`config.mk`:
```
export PLATFORM = sky130hd
export DESIGN_NAME = cfgport_bridge
export DESIGN_NICKNAME = d
export VERILOG_FILES = /design/src/rtl/cfgport_pkg.sv /design/src/rtl/cfgport_addr_dec.sv /design/src/rtl/cfgport_regs.sv /design/src/rtl/cfgport_xfer_fsm.sv /design/src/rtl/cfgport_bridge.sv
export SDC_FILE = /design/constraint.sdc
export NUM_CORES = 1
export LEC_CHECK = 0
export BUFFER_PORTS_ARGS = -buffer_cell sky130_fd_sc_hd__buf_4
export CAP_MARGIN = 10
export CORE_MARGIN = 2
export CORE_UTILIZATION = 49
export CTS_BUF_LIST = sky130_fd_sc_hd__clkbuf_4 sky130_fd_sc_hd__clkbuf_8
export CTS_CLUSTER_DIAMETER = 40
export DETAILED_ROUTE_END_ITERATION = 16
export GPL_ROUTABILITY_DRIVEN = 0
export PLACE_DENSITY = 0.81
export SLEW_MARGIN = 20
export SYNTH_ARGS = -nofsm -noshare
export SYNTH_HDL_FRONTEND = slang
export SYNTH_SLANG_ARGS = --single-unit
export TNS_END_PERCENT = 50
```
`constraint.sdc`:
```
create_clock -name clk -period 1.9 [get_ports clk]
set_input_delay 0.19 -clock clk [delete_from_list [all_inputs] [get_ports clk]]
set_output_delay 0.19 -clock clk [all_outputs]
set_load 0.01 [all_outputs]
```
`src/rtl/cfgport_pkg.sv`:
```
package cfgport_pkg;

    // register offsets, indexed by the decoder
    localparam int NUM_REGS = 4;
    localparam int IDX_CTRL = 0;
    localparam int IDX_SRC  = 1;
    localparam int IDX_CMD  = 2;
    localparam int IDX_STAT = 3;
    localparam logic [11:0] REG_OFFS [NUM_REGS] = '{12'h040, 12'h044, 12'h070, 12'h074};

    // command word fields
    localparam int CW_ARM      = 29;
    localparam int CW_READ     = 28;
    localparam int CW_ADDR_LSB = 16;

    // status word fields
    localparam int SW_BUSY = 16;
    localparam int SW_ERR  = 17;

    typedef enum logic [1:0] {
        XS_IDLE  = 2'd0,
        XS_ISSUE = 2'd1,
        XS_WAIT  = 2'd2
    } xfer_state_e;

endpackage

```
`src/rtl/cfgport_addr_dec.sv`:
```
module cfgport_addr_dec
    import cfgport_pkg::*;
#(
    parameter int ADDR_W = 8
) (
    input  logic [ADDR_W-1:0]   addr,
    output logic [NUM_REGS-1:0] hit
);

    for (genvar gi = 0; gi < NUM_REGS; gi++) begin : g_cmp
        assign hit[gi] = (addr == ADDR_W'(REG_OFFS[gi]));
    end

endmodule

```
`src/rtl/cfgport_regs.sv`:
```
module cfgport_regs
    import cfgport_pkg::*;
#(
    parameter int ADDR_W = 8,
    parameter int DATA_W = 16
) (
    input  logic              clk,
    input  logic              rst_n,
    input  logic              reg_wr_en,
    input  logic              reg_rd_en,
    input  logic [ADDR_W-1:0] reg_addr,
    input  logic [31:0]       reg_wdata,
    output logic [31:0]       reg_rdata,
    output logic              cmd_wr,
    output logic [31:0]       cmd_word,
    output logic              stat_rd,
    input  logic              busy,
    input  logic              err,
    input  logic [DATA_W-1:0] rdbuf,
    output logic [1:0]        ctrl_bits,
    output logic              src_bit
);

    localparam int CTRL_W = 2;

    logic [NUM_REGS-1:0] hit;
    logic [CTRL_W-1:0]   ctrl_q;
    logic                src_q;
    logic [31:0]         rdata_q;
    logic [31:0]         stat_word;
    logic [31:0]         rd_mux;

    cfgport_addr_dec #(.ADDR_W(ADDR_W)) u_dec (
        .addr (reg_addr),
        .hit  (hit)
    );

    assign cmd_wr   = reg_wr_en && hit[IDX_CMD];
    assign cmd_word = reg_wdata;
    assign stat_rd  = reg_rd_en && hit[IDX_STAT];

    always_ff @(posedge clk) begin
        if (!rst_n) begin
            ctrl_q <= '0;
            src_q  <= 1'b0;
        end else if (reg_wr_en) begin
            if (hit[IDX_CTRL]) ctrl_q <= reg_wdata[CTRL_W-1:0];
            if (hit[IDX_SRC])  src_q  <= reg_wdata[0];
        end
    end

    always_comb begin
        stat_word                = '0;
        stat_word[DATA_W-1:0]    = rdbuf;
        stat_word[SW_BUSY]       = busy;
        stat_word[SW_ERR]        = err;
    end

    always_comb begin
        rd_mux = '0;
        unique case (1'b1)
            hit[IDX_CTRL]: rd_mux[CTRL_W-1:0] = ctrl_q;
            hit[IDX_SRC]:  rd_mux[0]          = src_q;
            hit[IDX_STAT]: rd_mux             = stat_word;
            default:       rd_mux             = '0;
        endcase
    end

    always_ff @(posedge clk) begin
        if (!rst_n)         rdata_q <= '0;
        else if (reg_rd_en) rdata_q <= rd_mux;
    end

    assign reg_rdata = rdata_q;
    assign ctrl_bits = ctrl_q;
    assign src_bit   = src_q;

    // the read register moves only when a read is strobed
    assert_rdata_hold_R11: assert property (@(posedge clk) disable iff (!rst_n)
        !reg_rd_en |=> $stable(reg_rdata));

endmodule

```
`src/rtl/cfgport_xfer_fsm.sv`:
```
module cfgport_xfer_fsm
    import cfgport_pkg::*;
#(
    parameter int PORT_AW = 7,
    parameter int DATA_W  = 16
) (
    input  logic               clk,
    input  logic               rst_n,
    input  logic               cmd_wr,
    input  logic [31:0]        cmd_word,
    input  logic               stat_rd,
    output logic [PORT_AW-1:0] port_addr,
    output logic [DATA_W-1:0]  port_wdata,
    output logic               port_en,
    output logic               port_we,
    input  logic [DATA_W-1:0]  port_rdata,
    input  logic               port_rdy,
    output logic               busy,
    output logic               err,
    output logic [DATA_W-1:0]  rdbuf
);

    localparam int ADDR_MSB = CW_ADDR_LSB + PORT_AW - 1;

    xfer_state_e state_q, state_d;
    logic               launch;
    logic               collide;
    logic               done;
    logic               op_read_q;
    logic [PORT_AW-1:0] addr_q;
    logic [DATA_W-1:0]  wdata_q;
    logic [DATA_W-1:0]  rdbuf_q;
    logic               err_q;
    logic               unused_cmd;

    assign unused_cmd = ^cmd_word;

    assign launch  = cmd_wr && cmd_word[CW_ARM] && (state_q == XS_IDLE);
    assign collide = cmd_wr && (state_q != XS_IDLE);
    assign done    = port_rdy && (state_q != XS_IDLE);

    // state register
    always_ff @(posedge clk) begin
        if (!rst_n) state_q <= XS_IDLE;
        else        state_q <= state_d;
    end

    // transitions
    always_comb begin
        state_d = state_q;
        unique case (state_q)
            XS_IDLE:  if (launch)   state_d = XS_ISSUE;
            XS_ISSUE: if (port_rdy) state_d = XS_IDLE;
                      else          state_d = XS_WAIT;
            XS_WAIT:  if (port_rdy) state_d = XS_IDLE;
            default:                state_d = XS_IDLE;
        endcase
    end

    // outputs decoded from state
    always_comb begin
        port_en = 1'b0;
        port_we = 1'b0;
        busy    = 1'b0;
        unique case (state_q)
            XS_IDLE: ;
            XS_ISSUE: begin
                port_en = 1'b1;
                port_we = !op_read_q;
                busy    = 1'b1;
            end
            XS_WAIT: busy = 1'b1;
            default: ;
        endcase
    end

    // command capture at launch
    always_ff @(posedge clk) begin
        if (!rst_n) begin
            op_read_q <= 1'b0;
            addr_q    <= '0;
            wdata_q   <= '0;
        end else if (launch) begin
            op_read_q <= cmd_word[CW_READ];
            addr_q    <= cmd_word[ADDR_MSB:CW_ADDR_LSB];
            wdata_q   <= cmd_word[DATA_W-1:0];
        end
    end

    // read data capture at the ready edge
    always_ff @(posedge clk) begin
        if (!rst_n)                  rdbuf_q <= '0;
        else if (done && op_read_q)  rdbuf_q <= port_rdata;
    end

    // sticky error; a new collision wins over a clearing read
    always_ff @(posedge clk) begin
        if (!rst_n)       err_q <= 1'b0;
        else if (collide) err_q <= 1'b1;
        else if (stat_rd) err_q <= 1'b0;
    end

    assign port_addr  = addr_q;
    assign port_wdata = wdata_q;
    assign rdbuf      = rdbuf_q;
    assign err        = err_q;

    assert_busy_after_launch_R6: assert property (@(posedge clk) disable iff (!rst_n)
        (cmd_wr && cmd_word[CW_ARM] && !busy) |=> busy);

    assert_busy_ends_on_rdy_R6: assert property (@(posedge clk) disable iff (!rst_n)
        $fell(busy) |-> $past(port_rdy));

    assert_en_single_cycle_R7: assert property (@(posedge clk) disable iff (!rst_n)
        port_en |=> !port_en);

    assert_we_needs_en_R7: assert property (@(posedge clk) disable iff (!rst_n)
        port_we |-> port_en);

    assert_addr_hold_R5: assert property (@(posedge clk) disable iff (!rst_n)
        (busy && !port_en) |-> ($stable(port_addr) && $stable(port_wdata)));

    assert_err_on_collide_R9: assert property (@(posedge clk) disable iff (!rst_n)
        (cmd_wr && busy) |=> err);

    assert_err_cleared_R10: assert property (@(posedge clk) disable iff (!rst_n)
        (stat_rd && !(cmd_wr && busy)) |=> !err);

endmodule

```
`src/rtl/cfgport_bridge.sv`:
```
module cfgport_bridge
    import cfgport_pkg::*;
#(
    parameter int ADDR_W  = 8,
    parameter int PORT_AW = 7,
    parameter int DATA_W  = 16
) (
    input  logic               clk,
    input  logic               rst_n,
    input  logic               reg_wr_en,
    input  logic               reg_rd_en,
    input  logic [ADDR_W-1:0]  reg_addr,
    input  logic [31:0]        reg_wdata,
    output logic [31:0]        reg_rdata,
    output logic [PORT_AW-1:0] port_addr,
    output logic [DATA_W-1:0]  port_wdata,
    output logic               port_en,
    output logic               port_we,
    input  logic [DATA_W-1:0]  port_rdata,
    input  logic               port_rdy,
    output logic               core_rst_release,
    output logic               synth_en,
    output logic               synth_run,
    output logic               src_sel
);

    logic              cmd_wr;
    logic [31:0]       cmd_word;
    logic              stat_rd;
    logic              busy;
    logic              err;
    logic [DATA_W-1:0] rdbuf;
    logic [1:0]        ctrl_bits;
    logic              src_bit;

    cfgport_regs #(.ADDR_W(ADDR_W), .DATA_W(DATA_W)) u_regs (
        .clk       (clk),
        .rst_n     (rst_n),
        .reg_wr_en (reg_wr_en),
        .reg_rd_en (reg_rd_en),
        .reg_addr  (reg_addr),
        .reg_wdata (reg_wdata),
        .reg_rdata (reg_rdata),
        .cmd_wr    (cmd_wr),
        .cmd_word  (cmd_word),
        .stat_rd   (stat_rd),
        .busy      (busy),
        .err       (err),
        .rdbuf     (rdbuf),
        .ctrl_bits (ctrl_bits),
        .src_bit   (src_bit)
    );

    cfgport_xfer_fsm #(.PORT_AW(PORT_AW), .DATA_W(DATA_W)) u_xfer (
        .clk        (clk),
        .rst_n      (rst_n),
        .cmd_wr     (cmd_wr),
        .cmd_word   (cmd_word),
        .stat_rd    (stat_rd),
        .port_addr  (port_addr),
        .port_wdata (port_wdata),
        .port_en    (port_en),
        .port_we    (port_we),
        .port_rdata (port_rdata),
        .port_rdy   (port_rdy),
        .busy       (busy),
        .err        (err),
        .rdbuf      (rdbuf)
    );

    assign core_rst_release = ctrl_bits[0];
    assign synth_en         = ctrl_bits[1];
    assign synth_run        = ctrl_bits[0] && ctrl_bits[1];
    assign src_sel          = src_bit;

    // the synthesizer never runs while held in reset
    assert_run_gated_R2: assert property (@(posedge clk) disable iff (!rst_n)
        !core_rst_release |-> !synth_run);

endmodule

```
==> key figures <==
STA
  – Fin Setup TNS: 0 ns
  – Final worst clock skew: 0.00371 ns
  – Worst hold slack: 0.104 ns
  – Min Tclk post-route: 1.68 ns
  – Max Freq: 594 MHz
  – Relative slew margins: 0.655
  – Final setup fails: 0
  – RSZ-0062 raised after global routing: false
  – Worst Tran Pin Value: 0.518 ns
  – Final-report hold violation count: 0
  – Final period util: 0.886
  – Pins over their slew limit: 0

Synthesis
  – Dominant cell type by area after synthesis: dfxtp_1
  – Synth Area in XOR/XNOR: 0
  – Synth Register Bits: 64
  – Largest cells by area after synthesis: dfxtp_1 (47%), nand2_1 (12%), nor2b_1 (8.7%)
  – Simple-Gate Fraction of Synth Area: 0.259
  – Post-Syn Instances: 316
  – Synth top area share: 0.469
  – Synth cell types: 32
  – Post-synthesis mux area share: 0.0146
  – Synth Area in Adders: 0.0137
  – Main combinational cell family by area after synthesis: simple AND/OR/NAND/NOR gates
  – Sequential area share after synthesis: 0.469
  – Synth Area in Compound Gates: 0.162
  – Mapped cell area: 2730 um2
  – Most used DFF post-synth: dfxtp_1
  – EDFF count, synth: 0
  – Synth async-reset ratio: 0
  – Synth Area per Inst: 8.65 um2
  – Yosys warns: 0

Floorplanning
  – Width of the chip: 78.7 um
  – I/O Pins: 122
  – Die H: 78.7 um
  – Row Count: 27
  – Core area: 5440 um2
  – Die Footprint: 6190 um2
  – Initial Utilization: 0.503

Detailed routing
  – Number of routed nets with antenna violations: 0
  – DR WL/cell: 13.0 um
  – DRC: 0
  – 1st-iter DRT viols: 117
  – Via count of the routed design: 2378
  – DR vias/cell: 4.87
  – Pre-Repair DR Iteration Count: 4
  – Routed wire length: 6350 um

Global routing
  – Total GRT Usage: 0.206
  – Initial antenna violation count: 0
  – Pin count of the biggest net entering global routing: 66
  – Congestion Overflow GR: 0
  – First-pass GRT wire length: 9940 um
  – Vias in the first global route: 2174

Critical path
  – Critical R2R Launch: u_xfer.state_q[0]
  – Slowest Stage Delay on Critical Path: 0.31 ns
  – CP Launch Point: u_xfer.state_q[0]
  – CP arrival: 1.93 ns
  – Max FO, Critical Path: 24
  – Worst EP required: 2.15 ns
  – Slowest-stage cell, CP: dfxtp_1
  – Startpoint class of the critical path: flop
  – Crit Path Class: flop to flop
  – CP top delay family: simple AND/OR/NAND/NOR gates
  – Cell Chain, Critical Path: inv_1 -> ha_1 -> and2_1 -> and4_1 -> buf_4 -> nand2_1 -> a21boi_1
  – CP Buf/Inv Count: 2
  – Crit. End Element: flop

Power
  – Leak pwr: 0.00150 uW
  – Max VDD drop: 0.534 mV
  – Pwr Density: 693 nW/um2
  – Tot Pwr: 2510 uW

Clock network
  – Clock tree from TritonCTS: done
  – Post-CTS Resized: 0
  – Clk_lat worst skew: 0.33 ns
  – CTS Sinks: 64
  – Clock transition at path regs: 0.06 ns
  – Hold_buf cts: 0
  – Root Driver: clkbuf_8
  – Clock buffer depth: 2
  – CTS H-tree depth: 3
  – Setup bufs post-CTS: 0
  – CTS Buf Count: 9

Finish
  – Area grow syn2layout: 32.7%
  – Most common cell after layout, fill and taps aside: buf_4
  – Final core occ: 0.667
  – Most frequent cells in the layout: buf_4 (106), nand2_1 (84), dfxtp_1 (64), nor2b_1 (38)
  – N_diodes: 0
  – Fill count: 481
  – Layout cells sized above 1: 0.298
  – Total Nets Final: 477

Min path
  – Hold Path Class: primary input to flop
  – Startpoint of the most critical hold path: reg_wdata[8]

Outcome
  – Status: completed

Place
  – Hpwl dp: 4300 um
  – IO Port Bufs: 100

Job
  – Max cap viols: 0
## stage by stage
step                      instance area [um2]  instances  worst slack (ns)
after CTS                                3630        488             0.200
after global routing                     3630        488            0.0959
after floorplan                          2780        329             0.393
after global placement                   3460        474             0.365
final                                    3630        488             0.217
after detailed placement                 3460        474             0.293
## synth_stat cells (all sizes together), types with 2 or more instances
cell    number
a21boi      41
a21oi       17
a31oi        2
and2         4
buf         19
clkbuf      14
dfxtp       64
ha           3
inv          4
mux2i        4
nand2       84
nand3        4
nand4        2
nor2b       38
nor4b        2
o21ai        2
## cell families after synthesis
logic type	count (synthesis)
fa+ha+maj	3
other cells	1
simple gates	142
flops	64
buf+inv	37
mux	4
compound gates	65
## final timing paths
path / end / slack [ns] / depth (start not counted)
setup / recovery: u_xfer.port_addr[5] / 0.22 / 7
hold / removal: u_xfer.port_wdata[8] / 0.10 / 3
setup reg to reg: u_xfer.port_addr[5] / 0.22 / 7
hold reg to reg: u_xfer.port_wdata[12] / 0.45 / 2
## power breakdown
group          total, uW  internal (uW)  switching, uW
registers           1340           1340          0.752
logic                160           93.1           66.4
clock network       1010            537            472
total               2510           1970            539
## flip-flops by register name, summed over array words and instances, names as in the netlist
register,flops
u_regs.reg_rdata,18
u_xfer.port_wdata,16
u_xfer.rdbuf,16
u_xfer.port_addr,7
u_regs.ctrl_bits,2
u_xfer.state_q,2
u_regs.src_bit,1
u_xfer.err,1
u_xfer.op_read_q,1
## area by class of cell
cell class / instances / area [um2] / share of cell area
clock inverter: 1 / 5.00 / 0.00138
multi-input combinational: 228 / 1280 / 0.353
sequential: 64 / 1280 / 0.353
inverter: 4 / 15.0 / 0.00414
clock buffer: 13 / 160 / 0.0442
tap: 72 / 90.1 / 0.0248
timing repair buffer: 106 / 796 / 0.219
## routing by layer
layer / vias up / routed length [um] / GRT usage
met4: 0 / 126 / 0.107
met1: 1097 / 2720 / 0.249
li1: 1193 / - / -
met3: 12 / 390 / 0.0511
met5: - / 0 / 0
met2: 76 / 3110 / 0.340
## worst register-to-register path: stages, from the launching register on
cell and delay, ns:
dfxtp_1 0.31, inv_1 0.09, ha_1 0.26, and2_1 0.18, and4_1 0.18, buf_4 0.26, nand2_1 0.12, a21boi_1 0.19
No activity file was read; power rests on OpenSTA's default activity.
